`config.mk`:
```
export PLATFORM = sky130hd
export DESIGN_NAME = fpb_panel_ctrl
export DESIGN_NICKNAME = d
export VERILOG_FILES = /design/src/rtl/fpb_pkg.sv /design/src/rtl/fpb_debounce.sv /design/src/rtl/fpb_press_class.sv /design/src/rtl/fpb_stretch.sv /design/src/rtl/fpb_panel_ctrl.sv
export SDC_FILE = /design/constraint.sdc
export NUM_CORES = 1
export LEC_CHECK = 0
export ABC_AREA = 1
export BUFFER_PORTS_ARGS = -buffer_cell sky130_fd_sc_hd__buf_2
export CORE_UTILIZATION = 40
export CTS_BUF_LIST = sky130_fd_sc_hd__clkbuf_8 sky130_fd_sc_hd__clkbuf_16
export DETAILED_ROUTE_END_ITERATION = 10
export PLACE_DENSITY = 0.54
export REMOVE_ABC_BUFFERS = 1
export SLEW_MARGIN = 20
export SYNTH_ARGS = -nofsm -noshare
export SYNTH_HDL_FRONTEND = slang
export SYNTH_SLANG_ARGS = --single-unit
```
`constraint.sdc`:
```
create_clock -name clk -period 3.4 [get_ports clk]
set_clock_uncertainty 0.15 [all_clocks]
set_input_delay 0.68 -clock clk [delete_from_list [all_inputs] [get_ports clk]]
set_output_delay 0.68 -clock clk [all_outputs]
set_load 0.01 [all_outputs]
```
`src/rtl/fpb_pkg.sv`:
```
package fpb_pkg;
   typedef enum logic [0:0] {
      STR_ONESHOT = 1'b0,
      STR_RETRIG  = 1'b1
   } stretch_mode_e;

   function automatic int cnt_bits(input int max_val);
      return (max_val < 1) ? 1 : $clog2(max_val + 1);
   endfunction
endpackage

```
`src/rtl/fpb_debounce.sv`:
```
module fpb_debounce #(
   parameter int DEB_MS = 20
) (
   input  logic clk,
   input  logic rst_n,
   input  logic tick,
   input  logic raw_n,
   output logic level
);
   localparam int CW = fpb_pkg::cnt_bits(DEB_MS);
   localparam logic [CW-1:0] LAST = CW'(DEB_MS - 1);

   logic          sync1, sync2;
   logic [CW-1:0] run_cnt;

   always_ff @(posedge clk or negedge rst_n) begin
      if (!rst_n) begin
         sync1   <= 1'b0;
         sync2   <= 1'b0;
         level   <= 1'b0;
         run_cnt <= '0;
      end else begin
         sync1 <= ~raw_n;
         sync2 <= sync1;
         if (sync2 == level) begin
            run_cnt <= '0;
         end else if (tick) begin
            if (run_cnt == LAST) begin
               level   <= sync2;
               run_cnt <= '0;
            end else begin
               run_cnt <= run_cnt + 1'b1;
            end
         end
      end
   end

   // the accepted level can only move on a tick
   a_r7_level_on_tick: assert property (@(posedge clk) disable iff (!rst_n)
      !$stable(level) |-> $past(tick));
   // a new level is taken only from the synchronised input
   a_r1_level_from_sync: assert property (@(posedge clk) disable iff (!rst_n)
      !$stable(level) |-> level == $past(sync2));
endmodule

```
`src/rtl/fpb_press_class.sv`:
```
module fpb_press_class #(
   parameter int LONG_MS = 4000
) (
   input  logic clk,
   input  logic rst_n,
   input  logic tick,
   input  logic held,
   output logic short_evt,
   output logic long_off
);
   localparam int CW = fpb_pkg::cnt_bits(LONG_MS);
   localparam logic [CW-1:0] LAST = CW'(LONG_MS - 1);

   logic          held_q;
   logic          long_done;
   logic [CW-1:0] held_ms;

   always_ff @(posedge clk or negedge rst_n) begin
      if (!rst_n) begin
         held_q    <= 1'b0;
         long_done <= 1'b0;
         held_ms   <= '0;
         short_evt <= 1'b0;
         long_off  <= 1'b0;
      end else begin
         held_q    <= held;
         short_evt <= held_q & ~held & ~long_done;
         long_off  <= 1'b0;
         if (!held) begin
            held_ms   <= '0;
            long_done <= 1'b0;
         end else if (tick && !long_done) begin
            if (held_ms == LAST) begin
               long_off  <= 1'b1;
               long_done <= 1'b1;
            end else begin
               held_ms <= held_ms + 1'b1;
            end
         end
      end
   end

   // the soft event is one clock wide
   a_r2_event_one_cycle: assert property (@(posedge clk) disable iff (!rst_n)
      short_evt |=> !short_evt);
   // the forced off is issued while the press is still held
   a_r3_off_while_held: assert property (@(posedge clk) disable iff (!rst_n)
      long_off |-> held);
   // the forced off is one clock wide
   a_r3_off_one_cycle: assert property (@(posedge clk) disable iff (!rst_n)
      long_off |=> !long_off);
   // the long-press mark is only reached on a tick
   a_r7_off_on_tick: assert property (@(posedge clk) disable iff (!rst_n)
      long_off |-> $past(tick));
endmodule

```
`src/rtl/fpb_stretch.sv`:
```
module fpb_stretch #(
   parameter int                     WIDTH = 16,
   parameter fpb_pkg::stretch_mode_e MODE  = fpb_pkg::STR_ONESHOT
) (
   input  logic clk,
   input  logic rst_n,
   input  logic trig,
   input  logic step,
   output logic out
);
   localparam int CW = fpb_pkg::cnt_bits(WIDTH);
   localparam logic [CW-1:0] LOAD = CW'(WIDTH);
   localparam logic [CW-1:0] ONE  = CW'(1);

   logic [CW-1:0] remain;
   logic          load_now;

   generate
      if (MODE == fpb_pkg::STR_RETRIG) begin : g_retrig
         assign load_now = trig;
      end else begin : g_oneshot
         assign load_now = trig && (remain == '0);
      end
   endgenerate

   always_ff @(posedge clk or negedge rst_n) begin
      if (!rst_n) begin
         remain <= '0;
      end else if (load_now) begin
         remain <= LOAD;
      end else if (step && remain != '0) begin
         remain <= remain - 1'b1;
      end
   end

   assign out = (remain != '0);

   // once running, the output holds until its last count
   a_r6_stretch_hold: assert property (@(posedge clk) disable iff (!rst_n)
      (out && remain != ONE) |=> out);
   // a trigger always lights the output on the next clock
   a_r4_trig_lights: assert property (@(posedge clk) disable iff (!rst_n)
      trig |=> out);
endmodule

```
`src/rtl/fpb_panel_ctrl.sv`:
```
module fpb_panel_ctrl #(
   parameter int DEB_MS  = 20,
   parameter int LONG_MS = 4000,
   parameter int RST_W   = 16,
   parameter int ACT_MS  = 50
) (
   input  logic clk,
   input  logic rst_n,
   input  logic ms_tick,
   input  logic pwr_btn_n,
   input  logic rst_btn_n,
   input  logic pwr_on,
   input  logic sata_act,
   output logic pm_event,
   output logic force_off,
   output logic hard_reset,
   output logic pwr_led,
   output logic act_led
);
   if (DEB_MS < 1) begin : g_bad_deb
      $error("DEB_MS must be at least 1");
   end
   if (LONG_MS <= DEB_MS) begin : g_bad_long
      $error("LONG_MS must exceed DEB_MS");
   end
   if (RST_W < 1) begin : g_bad_rst
      $error("RST_W must be at least 1");
   end
   if (ACT_MS < 1) begin : g_bad_act
      $error("ACT_MS must be at least 1");
   end

   logic pwr_held;
   logic rst_held;
   logic rst_held_q;
   logic rst_rise;

   fpb_debounce #(.DEB_MS(DEB_MS)) u_deb_pwr (
      .clk(clk), .rst_n(rst_n), .tick(ms_tick), .raw_n(pwr_btn_n), .level(pwr_held));

   fpb_debounce #(.DEB_MS(DEB_MS)) u_deb_rst (
      .clk(clk), .rst_n(rst_n), .tick(ms_tick), .raw_n(rst_btn_n), .level(rst_held));

   fpb_press_class #(.LONG_MS(LONG_MS)) u_class (
      .clk(clk), .rst_n(rst_n), .tick(ms_tick), .held(pwr_held),
      .short_evt(pm_event), .long_off(force_off));

   always_ff @(posedge clk or negedge rst_n) begin
      if (!rst_n) begin
         rst_held_q <= 1'b0;
         pwr_led    <= 1'b0;
      end else begin
         rst_held_q <= rst_held;
         pwr_led    <= pwr_on;
      end
   end

   assign rst_rise = rst_held & ~rst_held_q;

   fpb_stretch #(.WIDTH(RST_W), .MODE(fpb_pkg::STR_ONESHOT)) u_rst_pulse (
      .clk(clk), .rst_n(rst_n), .trig(rst_rise), .step(1'b1), .out(hard_reset));

   fpb_stretch #(.WIDTH(ACT_MS), .MODE(fpb_pkg::STR_RETRIG)) u_act_led (
      .clk(clk), .rst_n(rst_n), .trig(sata_act), .step(ms_tick), .out(act_led));

   // the power LED tracks the power state one clock later
   a_r5_led_follows: assert property (@(posedge clk) disable iff (!rst_n)
      1'b1 |=> pwr_led == $past(pwr_on));
   // a strobe lights the activity LED on the next clock
   a_r6_act_on: assert property (@(posedge clk) disable iff (!rst_n)
      sata_act |=> act_led);
   // a debounced reset press starts the pulse on the next clock
   a_r4_reset_on_press: assert property (@(posedge clk) disable iff (!rst_n)
      rst_rise |=> hard_reset);
   // a soft event and a forced off never coincide
   a_r3_not_both: assert property (@(posedge clk) disable iff (!rst_n)
      !(pm_event && force_off));
endmodule

```
==> After elaboration in Yosys (flattened, before gate mapping) <==
Index checks and enable logic that the tools add are counted.
{ "word_totals": {"output_inout_bits": 5, "ff_bits": 45, "word_cells": 74, "input_bits": 7} }
{ "op_classes": {"muxes": 19, "n_reduce_logical": 15, "n_eq_ne": 8, "n_bitwise": 10, "add_sub_neg": 5} }
{ "ops": {"columns": ["operator", "count"], "rows": [
  ["$mux 5", 8],
  ["$mux 12", 3],
  ["$add 12x1->12 const B", 1],
  ["$eq 12x12->1 const B", 1],
  ["$mux 6", 2],
  ["$add 5x1->5 const B", 2],
  ["$eq 5x5->1 const B", 2],
  ["$reduce_bool 2->1", 4],
  ["$not 1->1", 7],
  ["$mux 1", 6],
  ["$reduce_and 3->1", 2],
  ["$reduce_bool 6->1", 1],
  ["$sub 6x1->6 const B", 1],
  ["$logic_not 5->1", 1],
  ["$reduce_bool 5->1", 1],
  ["$sub 5x1->5 const B", 1],
  ["$ne 2x1->1 const B", 2],
  ["$reduce_and 2->1", 2],
  ["$and 1x1->1", 3],
  ["$logic_and 1x1->1", 3],
  ["$eq 1x1->1", 2],
  ["$ne 2x2->1 const B", 1],
  ["$logic_not 1->1", 1]
]} }

==> Depth between registers and ports, before layout <==
Gate-level depths: netlist (run 1).
{ "logic_depth": {"word_depth": 4, "ltp_mapped": 9, "depth_no_buf": 9} }

==> Modules after synthesis <==
A second synthesis (run 1) with hierarchy kept.
{ "unflattened": {"hier_cells": 328, "hier_area_um2": 2605.0} }
{ "modules_own_cells": {"columns": ["mod", "area_per_inst_um2", "cells_per_inst", "seq_area_each_um2", "instances"], "rows": [
  ["fpb_press_class", 934.6, 127, 400.4, 1],
  ["fpb_debounce", 449.2, 54, 200.2, 2],
  ["fpb_stretch (u_act_led)", 409.1, 52, 150.1, 1],
  ["fpb_stretch (u_rst_pulse)", 299.0, 36, 125.1, 1],
  ["fpb_panel_ctrl", 63.8, 5, 50.0, 1]
]} }

==> Worst setup path after synthesis (run 1) <==
Ideal clock, no wire load.
{ "synth_path": {"kind": "input -> register", "from": "input ms_tick", "to": "register u_deb_pwr.run_cnt[4]", "path_slack_ps": 1733, "arrival_time_ps": 1391, "path_buffers": 1, "t_required_ps": 3124, "cell_stages": 6, "setup_time_ps": 126, "path_cell_list": "buf_2 > clkinv_1 > nand2_2 > nand2_1 > nor2_1 > nor3_2"} }
{ "synth_via": {"elab_chain_len": 1} }
{ "synth_rtl": {"columns": ["item", "line_no", "source"], "rows": [
  ["start, declared", "fpb_panel_ctrl.sv:9", "input logic ms_tick,"],
  ["$reduce_bool 2->1 (no source line)", null, null],
  ["end signal, assigned", "fpb_debounce.sv:32", "run_cnt <= run_cnt + 1'b1;"],
  ["end, declared", "fpb_debounce.sv:14", "logic [CW-1:0] run_cnt;"]
]} }
Every way passes these cells.
A chain may end at the register's enable or synchronous reset.

==> Worst setup path in the final report (run 1) <==
{ "layout_path": {"from": "register u_rst_pulse.remain[0]", "to": "output hard_reset"} }
{ "layout_via": {"elab_chain_len": 1} }
{ "layout_rtl": {"columns": ["item", "line_no", "source"], "rows": [
  ["start, declared", "fpb_stretch.sv:15", "logic [CW-1:0] remain;"],
  ["start signal, assigned", "fpb_stretch.sv:32", "remain <= remain - 1'b1;"],
  ["$reduce_bool 5->1", "fpb_stretch.sv:36", "assign out = (remain != '0);"],
  ["end, declared", "fpb_panel_ctrl.sv:16", "output logic hard_reset,"]
]} }
Every way passes these cells.

==> impl_metrics.py, run 1 <==
metrics = {
    "run_status": {
        "status": "finished clean",
    },
    "synth": {
        "synthesis.area_sq_um": 2250,
        "synthDistinctLibCells": 27,
        "yosysWarnings": 0,
        "synthCells": 269,
        "ys_ff_latch": 45,
        "synth_top_area_cell": "dfrtp_1",
        "synth_top_area_share_pct": 50.0,
        "synth-edff-count": 0,
        "synth_top_flop_cell": "dfrtp_1",
        "ys_seq_area_share_pct": 50.0,
        "synth_area_per_cell_sq_um": 8.37,
        "synthTopCellsByArea": "dfrtp_1, nand2_1, nand3_1",
        "synth-async-reset-ratio_pct": 100,
    },
    "sta": {
        "final.setup.tns_ns": 0,
        "setup_violations": 0,
        "post-route-period-util_pct": 64.4,
        "slew_headroom_pct": 61.3,
        "rsz0062_at_grt": "no",
        "hold_viol": 0,
        "drv_slew": 0,
        "fin_crit_ns": 2.19,
        "worstMarginPinSlew_ns": 0.581,
        "clock.fmax_ghz": 0.457,
    },
    "detailed_routing": {
        "drc": 0,
        "vias_per_cell": 4.86,
        "drt_pass1_iterations": 4,
        "antenna_left": 0,
        "wl_per_cell_um": 11.2,
        "wirelength_um": 3940,
        "dr_total_vias": 1710,
        "drt-initial-drc-count": 57,
    },
    "die": {
        "dieArea_sq_um": 5930,
        "rows": 26,
        "ios": 12,
        "die_x_um": 77.0,
        "coreArea_sq_um": 5270,
        "start_util_pct": 42.7,
        "die_height_um": 77.0,
    },
    "clock_tree": {
        "cts_buffers": 5,
        "clock_latency_ns": 0.30,
        "clkTransAtPathRegs_ns": 0.08,
        "cts_resized": 0,
        "clock_tree.buffer_depth": 2,
        "htreeDepth": 2,
        "cts_sinks": 45,
        "postCtsHoldBufs": 0,
        "cts_tree": "yes",
        "post_cts_buffers": 0,
        "cts_root_buf": "clkbuf_8",
    },
    "setup_path": {
        "crit_path_end_kind": "output port",
        "worstSetupPathType": "reg -> out",
        "max_stage_delay_ns": 0.36,
        "arrival_ns": 1.36,
        "crit_family": "flip-flops",
        "crit_path_top_delay_cell": "dfrtp_1",
        "crit_path_cell_trace": "inv_1, ha_1, nand3b_1, buf_2",
        "start_kind": "register",
        "crit_buf_inv": 2,
        "cp_max_fo": 6,
        "cp_data_required_time_ns": 2.57,
    },
    "finish": {
        "area_growth_pct": 9.44,
        "final_common_cell": "nand2_1",
        "final_cell_mix": "nand2_1, dfrtp_1, nand3_1",
        "num_antenna_cells": 0,
        "nNetsFinal": 295,
        "drive_above_1_share_pct": 8.51,
        "stdcell_count": 352,
    },
    "power": {
        "ir_drop_mv": 0.229,
        "power_density_nw_per_um2": 484,
        "leakagePower_uw": 0.00118,
    },
    "grt": {
        "grt_overflow": 0,
        "grt_pass1_wl_um": 7070,
        "antenna_found_initial": 0,
        "grt_pass1_vias": 1612,
        "grt_start_max_net_pins": 46,
        "grt_usage_pct": 14.9,
    },
    "placement": {
        "placedCellCount": 345,
        "hpwl_um": 2750,
        "gp_congestion": 0.760,
        "port-buffer-count": 11,
    },
    "hold_path": {
        "hold_path_class": "reg -> reg",
    },
    "flow_run": {
        "maxCapViolations": 0,
    },
}
path summary, 6_finish.rpt:
kind                       cells past startpoint                                end                               from  slack, ns
setup / recovery                               4                         hard_reset  u_rst_pulse.remain[0]$_DFFE_PN0P_       1.21
hold / removal                                 0          u_deb_pwr.sync2$_DFF_PN0_          u_deb_pwr.sync1$_DFF_PN0_       0.20
setup reg to reg                               7     u_class.held_ms[3]$_DFFE_PN0P_        u_deb_pwr.level$_DFFE_PN0P_       1.41
hold reg to reg                                0          u_deb_pwr.sync2$_DFF_PN0_          u_deb_pwr.sync1$_DFF_PN0_       0.20
max in group asynchronous                      1          u_deb_pwr.sync2$_DFF_PN0_                              rst_n       2.49
min in group asynchronous                      1  u_rst_pulse.remain[3]$_DFFE_PN0P_                              rst_n       0.23
sequential cells by signal, summed over array words and instances, names as in the netlist:
signal / cells
u_class.short_evt: 1
u_deb_rst.sync2: 1
u_deb_pwr.sync2: 1
rst_held_q: 1
u_class.long_done: 1
u_class.long_off: 1
u_act_led.remain: 6
u_deb_rst.level: 1
u_rst_pulse.remain: 5
pwr_led: 1
u_deb_pwr.sync1: 1
u_class.held_q: 1
u_class.held_ms: 12
u_deb_rst.sync1: 1
u_deb_rst.run_cnt: 5
u_deb_pwr.level: 1
u_deb_pwr.run_cnt: 5
cell type report:
cell class	instances	area [sq um]
inverters	33	124
repair buffers	11	57.6
fillers	529	2810
well taps	70	87.6
clock buffers	5	68.8
multi-input cells	186	966
flip-flops and latches	45	1130
clock inverters	2	35.0
cells in the mapped netlist, types with 3 or more instances:
cell type / count
a21oi_1: 4
dfrtp_1: 45
ha_1: 6
inv_1: 31
nand2_1: 59
nand3_1: 35
nand4_1: 6
nor2_1: 25
o21ai_0: 18
o21ai_1: 4
o22ai_1: 5
xnor2_1: 3
xor2_1: 9
stage by stage:
| stage | cell area [sq um] | hold WS (ns) | setup slack, ns | power [uW] | util, % |
|---|---|---|---|---|---|
| after floorplan | 2220 | 0.181 | 1.74 | 766 | - |
| after global placement | 2360 | 0.183 | 1.50 | 817 | 44.8 |
| after detailed placement | 2360 | 0.188 | 1.44 | 820 | 44.8 |
| after CTS | 2460 | 0.205 | 1.18 | 1220 | 46.7 |
| after global routing | 2460 | 0.210 | 1.08 | 1270 | 46.8 |
| final | 2460 | 0.203 | 1.21 | 1190 | 46.8 |
cell families after synthesis:
kind of cell | count (synthesis) | share of synthesized area [%]
flops | 45 | 50.0
buf+inv | 38 | 7.11
simple gates | 132 | 25.7
xor+xnor | 13 | 5.39
compound gates | 35 | 8.44
fa+ha+maj | 6 | 3.33
power by group:
group          switching [uW]  total (uW)  internal, uW
Sequential               33.0         622           589
Clock                     172         386           214
Combinational             114         185          71.9
Total                     319        1190           874
routing by layer:
| metal | global-route usage [%] | share of wire (%) | vias to the layer above |
|---|---|---|---|
| li1 | - | - | 900 |
| met1 | 19.8 | 51 | 789 |
| met2 | 23.6 | 45 | 16 |
| met3 | 3.57 | 2.6 | 5 |
| met4 | 5.09 | 1.3 | 0 |
| met5 | 0 | 0 | - |
Note: power is estimated with default switching activity, not from simulation.
==> inputs of run 2 (changes only) <==
Clock period 3.4 ns to 2.12 ns, I/O delays scaled along.
==> run 2 against run 1 <==
Effect of this change:
- setup slack got worse by 1.0 ns
- hold slack got worse by 0.12 ns
- sequential share of layout area fell by 0.30 points
- clock power rose by 39%
- register-to-register slack got worse by 1.2 ns
- die area did not move
- critical endpoint unchanged
- largest power group unchanged
==> impl_metrics.py, run 2 (same netlist as run 1, synthesis figures left out) <==
metrics = {
    "run_status": {
        "status": "finished clean",
    },
    "clock_tree": {
        "postCtsHoldBufs": 1,
        "cts_sinks": 45,
        "cts_root_buf": "clkbuf_8",
        "post_cts_buffers": 0,
        "cts_tree": "yes",
        "clock_latency_ns": 0.30,
        "clkTransAtPathRegs_ns": 0.08,
        "htreeDepth": 2,
        "clock_tree.buffer_depth": 2,
        "cts_resized": 0,
        "cts_buffers": 5,
    },
    "finish": {
        "top_regs": "u_class.held_ms (12), u_act_led.remain (6)",
        "num_antenna_cells": 0,
        "area_growth_pct": 10.2,
        "largest_reg_flops": 12,
        "nNetsFinal": 299,
        "drive_above_1_share_pct": 9.76,
        "fill_cells": 541,
        "final_common_cell": "nand2_1",
        "top_register": "u_class.held_ms",
        "final_cell_mix": "nand2_1, dfrtp_1, nand3_1",
        "stdcell_area_sq_um": 2480,
    },
    "sta": {
        "final.setup.tns_ns": 0,
        "drv_slew": 0,
        "clock.fmax_ghz": 0.516,
        "setup_violations": 0,
        "post-route-period-util_pct": 91.5,
        "hold_viol": 0,
        "fin_crit_ns": 1.94,
        "worstMarginPinSlew_ns": 0.594,
        "rsz0062_at_grt": "no",
        "slew_headroom_pct": 60.4,
    },
    "setup_path": {
        "arrival_ns": 1.37,
        "cp_data_required_time_ns": 1.55,
        "crit_path_end_kind": "output port",
        "cp_max_fo": 6,
        "start_kind": "register",
        "worstSetupPathType": "reg -> out",
        "max_stage_delay_ns": 0.36,
        "crit_path_top_delay_cell": "dfrtp_1",
        "crit_path_cell_trace": "inv_1, ha_1, nand3b_1, buf_2",
    },
    "hold_path": {
        "hold_path_class": "in -> reg",
    },
    "grt": {
        "grt_pass1_wl_um": 7220,
        "antenna_found_initial": 0,
        "grt_usage_pct": 15.2,
        "grt_overflow": 0,
        "grt_pass1_vias": 1681,
        "grt_start_max_net_pins": 29,
    },
    "power": {
        "leakagePower_uw": 0.00119,
        "power_density_nw_per_um2": 739,
        "ir_drop_mv": 0.300,
    },
    "detailed_routing": {
        "wl_per_cell_um": 11.2,
        "drc": 0,
        "antenna_left": 0,
        "drt_pass1_iterations": 4,
        "dr_total_vias": 1685,
        "vias_per_cell": 4.72,
        "wirelength_um": 4000,
        "drt-initial-drc-count": 84,
    },
    "die": {
        "start_util_pct": 42.7,
        "coreArea_sq_um": 5270,
        "rows": 26,
        "die_x_um": 77.0,
        "dieArea_sq_um": 5930,
        "ios": 12,
        "die_height_um": 77.0,
    },
    "placement": {
        "hpwl_um": 2840,
        "port-buffer-count": 11,
        "gp_congestion": 0.778,
        "dpl_cell_area_sq_um": 2380,
    },
    "flow_run": {
        "maxCapViolations": 0,
    },
}
run 2: changes by cell type in the layout (fill, tap and decap cells not counted), sizes merged:
| cell | change |
|---|---|
| buf | +3 |
| bufinv | -1 |
| clkinvlp | +1 |
| dlygate4sd3 | +1 |
| inv | +1 |
run 2: cell type report:
cell class	count	area [sq um]	share of cell area [%]
tap	70	87.6	3.53
clock inverter	3	21.3	0.857
clock buffer	5	68.8	2.77
multi-input combinational	186	966	38.9
sequential	45	1130	45.4
inverter	33	124	4.99
timing repair buffer	15	87.6	3.53
run 2: where the power goes:
part	leakage, uW	internal (uW)	switching (uW)
Sequential	0.000578	944	50.0
Combinational	0.000567	119	184
Clock	0.0000445	234	302
run 2: path summary, 6_finish.rpt:
| kind | startpoint | to | slack, ns | cells after the start |
|---|---|---|---|---|
| min reg2reg | u_deb_pwr.sync1$_DFF_PN0_ | u_deb_pwr.sync2$_DFF_PN0_ | 0.20 | 0 |
| min | pwr_on | pwr_led$_DFF_PN0_ | 0.08 | 1 |
| min in group asynchronous | rst_n | u_rst_pulse.remain[3]$_DFFE_PN0P_ | 0.51 | 2 |
| max | u_rst_pulse.remain[0]$_DFFE_PN0P_ | hard_reset | 0.18 | 4 |
| max reg2reg | u_class.held_ms[0]$_DFFE_PN0P_ | u_class.held_ms[4]$_DFFE_PN0P_ | 0.23 | 8 |
| max in group asynchronous | rst_n | u_class.held_ms[2]$_DFFE_PN0P_ | 0.73 | 3 |
run 2: stage by stage:
stage | utilization [%] | std cells | total power, uW | hold slack, ns | setup slack, ns
global placement | 45.2 | 348 | 1310 | 0.183 | 0.328
floorplan | - | 264 | 1230 | -0.0216 | 0.487
global route | 47.1 | 357 | 1960 | 0.0611 | 0.00142
detailed placement | 45.2 | 348 | 1320 | 0.190 | 0.268
finish | 47.1 | 357 | 1830 | 0.0787 | 0.181
CTS | 47.1 | 357 | 1870 | 0.0664 | 0.154
run 2: critical path, delay by kind of cell, from the launching register on:
family	cells	cell delay, ns
AND/OR/NAND/NOR	1	0.20
buffers and inverters	2	0.30
flip-flops	1	0.36
adder cells (fa/ha/maj)	1	0.21
run 2: per-layer routing:
| layer | global-route usage, % | wire length, um | vias up |
|---|---|---|---|
| met5 | 0 | 0 | - |
| met4 | 5.09 | 37 | 0 |
| met3 | 3.57 | 104 | 4 |
| met2 | 24.7 | 1810 | 16 |
| met1 | 20.0 | 2050 | 753 |
| li1 | - | - | 912 |
==> inputs of run 3 (changes only) <==
Settings changed: ABC_AREA 1 to default, CORE_ASPECT_RATIO from default to 1.1.
==> run 3 against run 2 <==
Effect of this change:
- the run now ends with design-rule violations left
- setup slack got worse by 0.10 ns
- combinational power is 18% lower
- first-iteration DRC count fell by 15%
- final cell count down 20%
- maximum frequency down 5.0%
- global-route usage is 0.48 points higher
- via count decreased by 11%
- critical path type unchanged
- critical endpoint is now act_led
==> impl_metrics.py, run 3 <==
metrics = {
    "run_status": {
        "status": "finished with violations",
        "failed_checks": "design-rule violations",
    },
    "sta": {
        "worstMarginPinSlew_ns": 0.546,
        "fin_crit_ns": 2.04,
        "slew_headroom_pct": 63.6,
        "hold_viol": 0,
        "post-route-period-util_pct": 96.3,
        "clock.fmax_ghz": 0.490,
        "drv_slew": 0,
        "rsz0062_at_grt": "no",
        "setup_violations": 0,
        "final.setup.tns_ns": 0,
    },
    "clock_tree": {
        "cts_tree": "yes",
        "cts_buffers": 5,
        "htreeDepth": 2,
        "clock_tree.buffer_depth": 2,
        "cts_root_buf": "clkbuf_8",
        "clock_latency_ns": 0.29,
        "cts_sinks": 45,
        "clkTransAtPathRegs_ns": 0.07,
    },
    "finish": {
        "num_antenna_cells": 0,
        "fill_cells": 478,
        "nNetsFinal": 239,
        "top_regs": "u_class.held_ms (12), u_act_led.remain (6)",
        "largest_reg_flops": 12,
        "drive_above_1_share_pct": 16.4,
        "final_cell_mix": "dfrtp_1, nor2_1, o21ai_0",
        "final_common_cell": "dfrtp_1",
        "multi_input_area_sq_um": 923,
        "top_register": "u_class.held_ms",
        "stdcell_count": 284,
        "ff_latch_area_sq_um": 1130,
        "area_growth_pct": 13.9,
    },
    "setup_path": {
        "crit_path_top_delay_cell": "or3_4",
        "cp_max_fo": 5,
        "crit_path_end_kind": "output port",
        "crit_path_cell_trace": "or3_4, or2_4, buf_6",
        "crit_buf_inv": 1,
        "cp_data_required_time_ns": 1.55,
        "arrival_ns": 1.47,
        "crit_family": "simple AND/OR/NAND/NOR gates",
        "start_kind": "register",
        "max_stage_delay_ns": 0.42,
        "worstSetupPathType": "reg -> out",
    },
    "grt": {
        "grt_pass1_wl_um": 6810,
        "grt_pass1_vias": 1532,
        "grt_overflow": 0,
        "grt_usage_pct": 15.7,
        "grt_start_max_net_pins": 26,
        "antenna_found_initial": 0,
    },
    "synth": {
        "synth_top_area_cell": "dfrtp_1",
        "ys_ff_latch": 45,
        "synth_top_flop_cell": "dfrtp_1",
        "synthDistinctLibCells": 41,
        "yosysWarnings": 0,
        "yosysMostFrequentCell": "dfrtp_1",
        "synth_top_area_share_pct": 53.6,
        "synthesis.area_sq_um": 2100,
        "synthCells": 201,
        "synth-edff-count": 0,
        "ys_seq_area_share_pct": 53.6,
        "synthTopCellsByArea": "dfrtp_1, xor2_1, ha_1",
        "synth-async-reset-ratio_pct": 100,
        "synth_area_per_cell_sq_um": 10.5,
        "yosys-top-cells-count": "dfrtp_1, nor2_1, o21ai_0, xor2_1",
    },
    "die": {
        "ios": 12,
        "rows": 27,
        "die_x_um": 71.1,
        "start_util_pct": 41.7,
        "die_height_um": 78.0,
        "coreArea_sq_um": 5030,
        "dieArea_sq_um": 5550,
    },
    "flow_run": {
        "maxCapViolations": 0,
    },
    "placement": {
        "placedCellCount": 271,
        "port-buffer-count": 11,
        "hpwl_um": 2700,
        "gp_congestion": 0.777,
    },
    "hold_path": {
        "hold_path_class": "in -> reg",
    },
    "detailed_routing": {
        "drt-initial-drc-count": 71,
        "drt_pass1_iterations": 8,
        "wirelength_um": 3790,
        "antenna_left": 0,
        "dr_total_vias": 1505,
        "drc": 1,
        "wl_per_cell_um": 13.4,
        "vias_per_cell": 5.30,
    },
    "power": {
        "leakagePower_uw": 0.00111,
        "p_total_uw": 1790,
        "ir_drop_mv": 0.469,
        "power_density_nw_per_um2": 746,
    },
}
## run 3: cells by family after synthesis
kind of cell    count (synthesis)  share of synthesized area [%]
simple gates                   86                           23.2
flops                          45                           53.6
compound gates                 30                           7.92
xor+xnor                       15                           6.25
buf+inv                        14                           3.04
fa+ha+maj                       6                           3.57
mux                             5                           2.44
## run 3: stage by stage
stage          setup WS (ns)  hold slack, ns  utilization, %  area (sq um)
6_report              0.0783          0.0924            47.5          2390
5_1_grt               0.0335          0.0878            47.5          2390
4_1_cts              0.00768          0.0792            46.8          2360
3_5_place_dp           0.266           0.191            44.5          2240
3_3_place_gp           0.283           0.187            44.5          2240
2_1_floorplan          0.365         -0.0216               -          2070
## run 3: power by group
group	internal (uW)	switching, uW	total, uW
logic	112	136	248
registers	933	88.7	1020
clock network	254	262	515
total	1300	486	1790
## run 3: metal layers
metal  track usage [%]  share of wire [%]  vias up  routed length, um
li1                  -                  -      749                  -
met4              7.40                1.1        0                 40
met5                 0                  0        -                  0
met3              3.12                2.4        4                 92
met1              19.4                 46      728               1750
met2              26.3                 50       24               1910
## run 3: final timing paths
| path | from | endpoint | slack (ns) | depth (start not counted) |
|---|---|---|---|---|
| worst min-delay path | pwr_on | pwr_led$_DFF_PN0_ | 0.09 | 1 |
| worst min register to register | u_deb_pwr.sync1$_DFF_PN0_ | u_deb_pwr.sync2$_DFF_PN0_ | 0.21 | 0 |
| worst max register to register | u_class.held_ms[1]$_DFFE_PN0P_ | u_class.held_ms[0]$_DFFE_PN0P_ | 0.36 | 5 |
| worst max-delay path | u_act_led.remain[2]$_DFFE_PN0P_ | act_led | 0.08 | 3 |
| max in group asynchronous | rst_n | u_act_led.remain[4]$_DFFE_PN0P_ | 0.73 | 3 |
| min in group asynchronous | rst_n | rst_held_q$_DFF_PN0_ | 0.50 | 2 |
## run 3: layout make-up
| type | count | share of cell area (%) |
|---|---|---|
| Multi-Input combinational cell | 142 | 38.6 |
| Sequential cell | 45 | 47.1 |
| Clock inverter | 1 | 0.157 |
| Inverter | 10 | 1.57 |
| Timing Repair Buffer | 22 | 6.12 |
| Clock buffer | 6 | 3.45 |
| Tap cell | 58 | 3.03 |
## run 3: repair_timing
item / 4_1_cts / 5_1_grt
hold endpoints to repair: 23 / 0
endpoints found under the setup margin: 1 / 2
hold buffers: 1 / 0
pin swaps: 0 / 1
buffers inserted: 2 / 3
resized for setup: 2 / 3
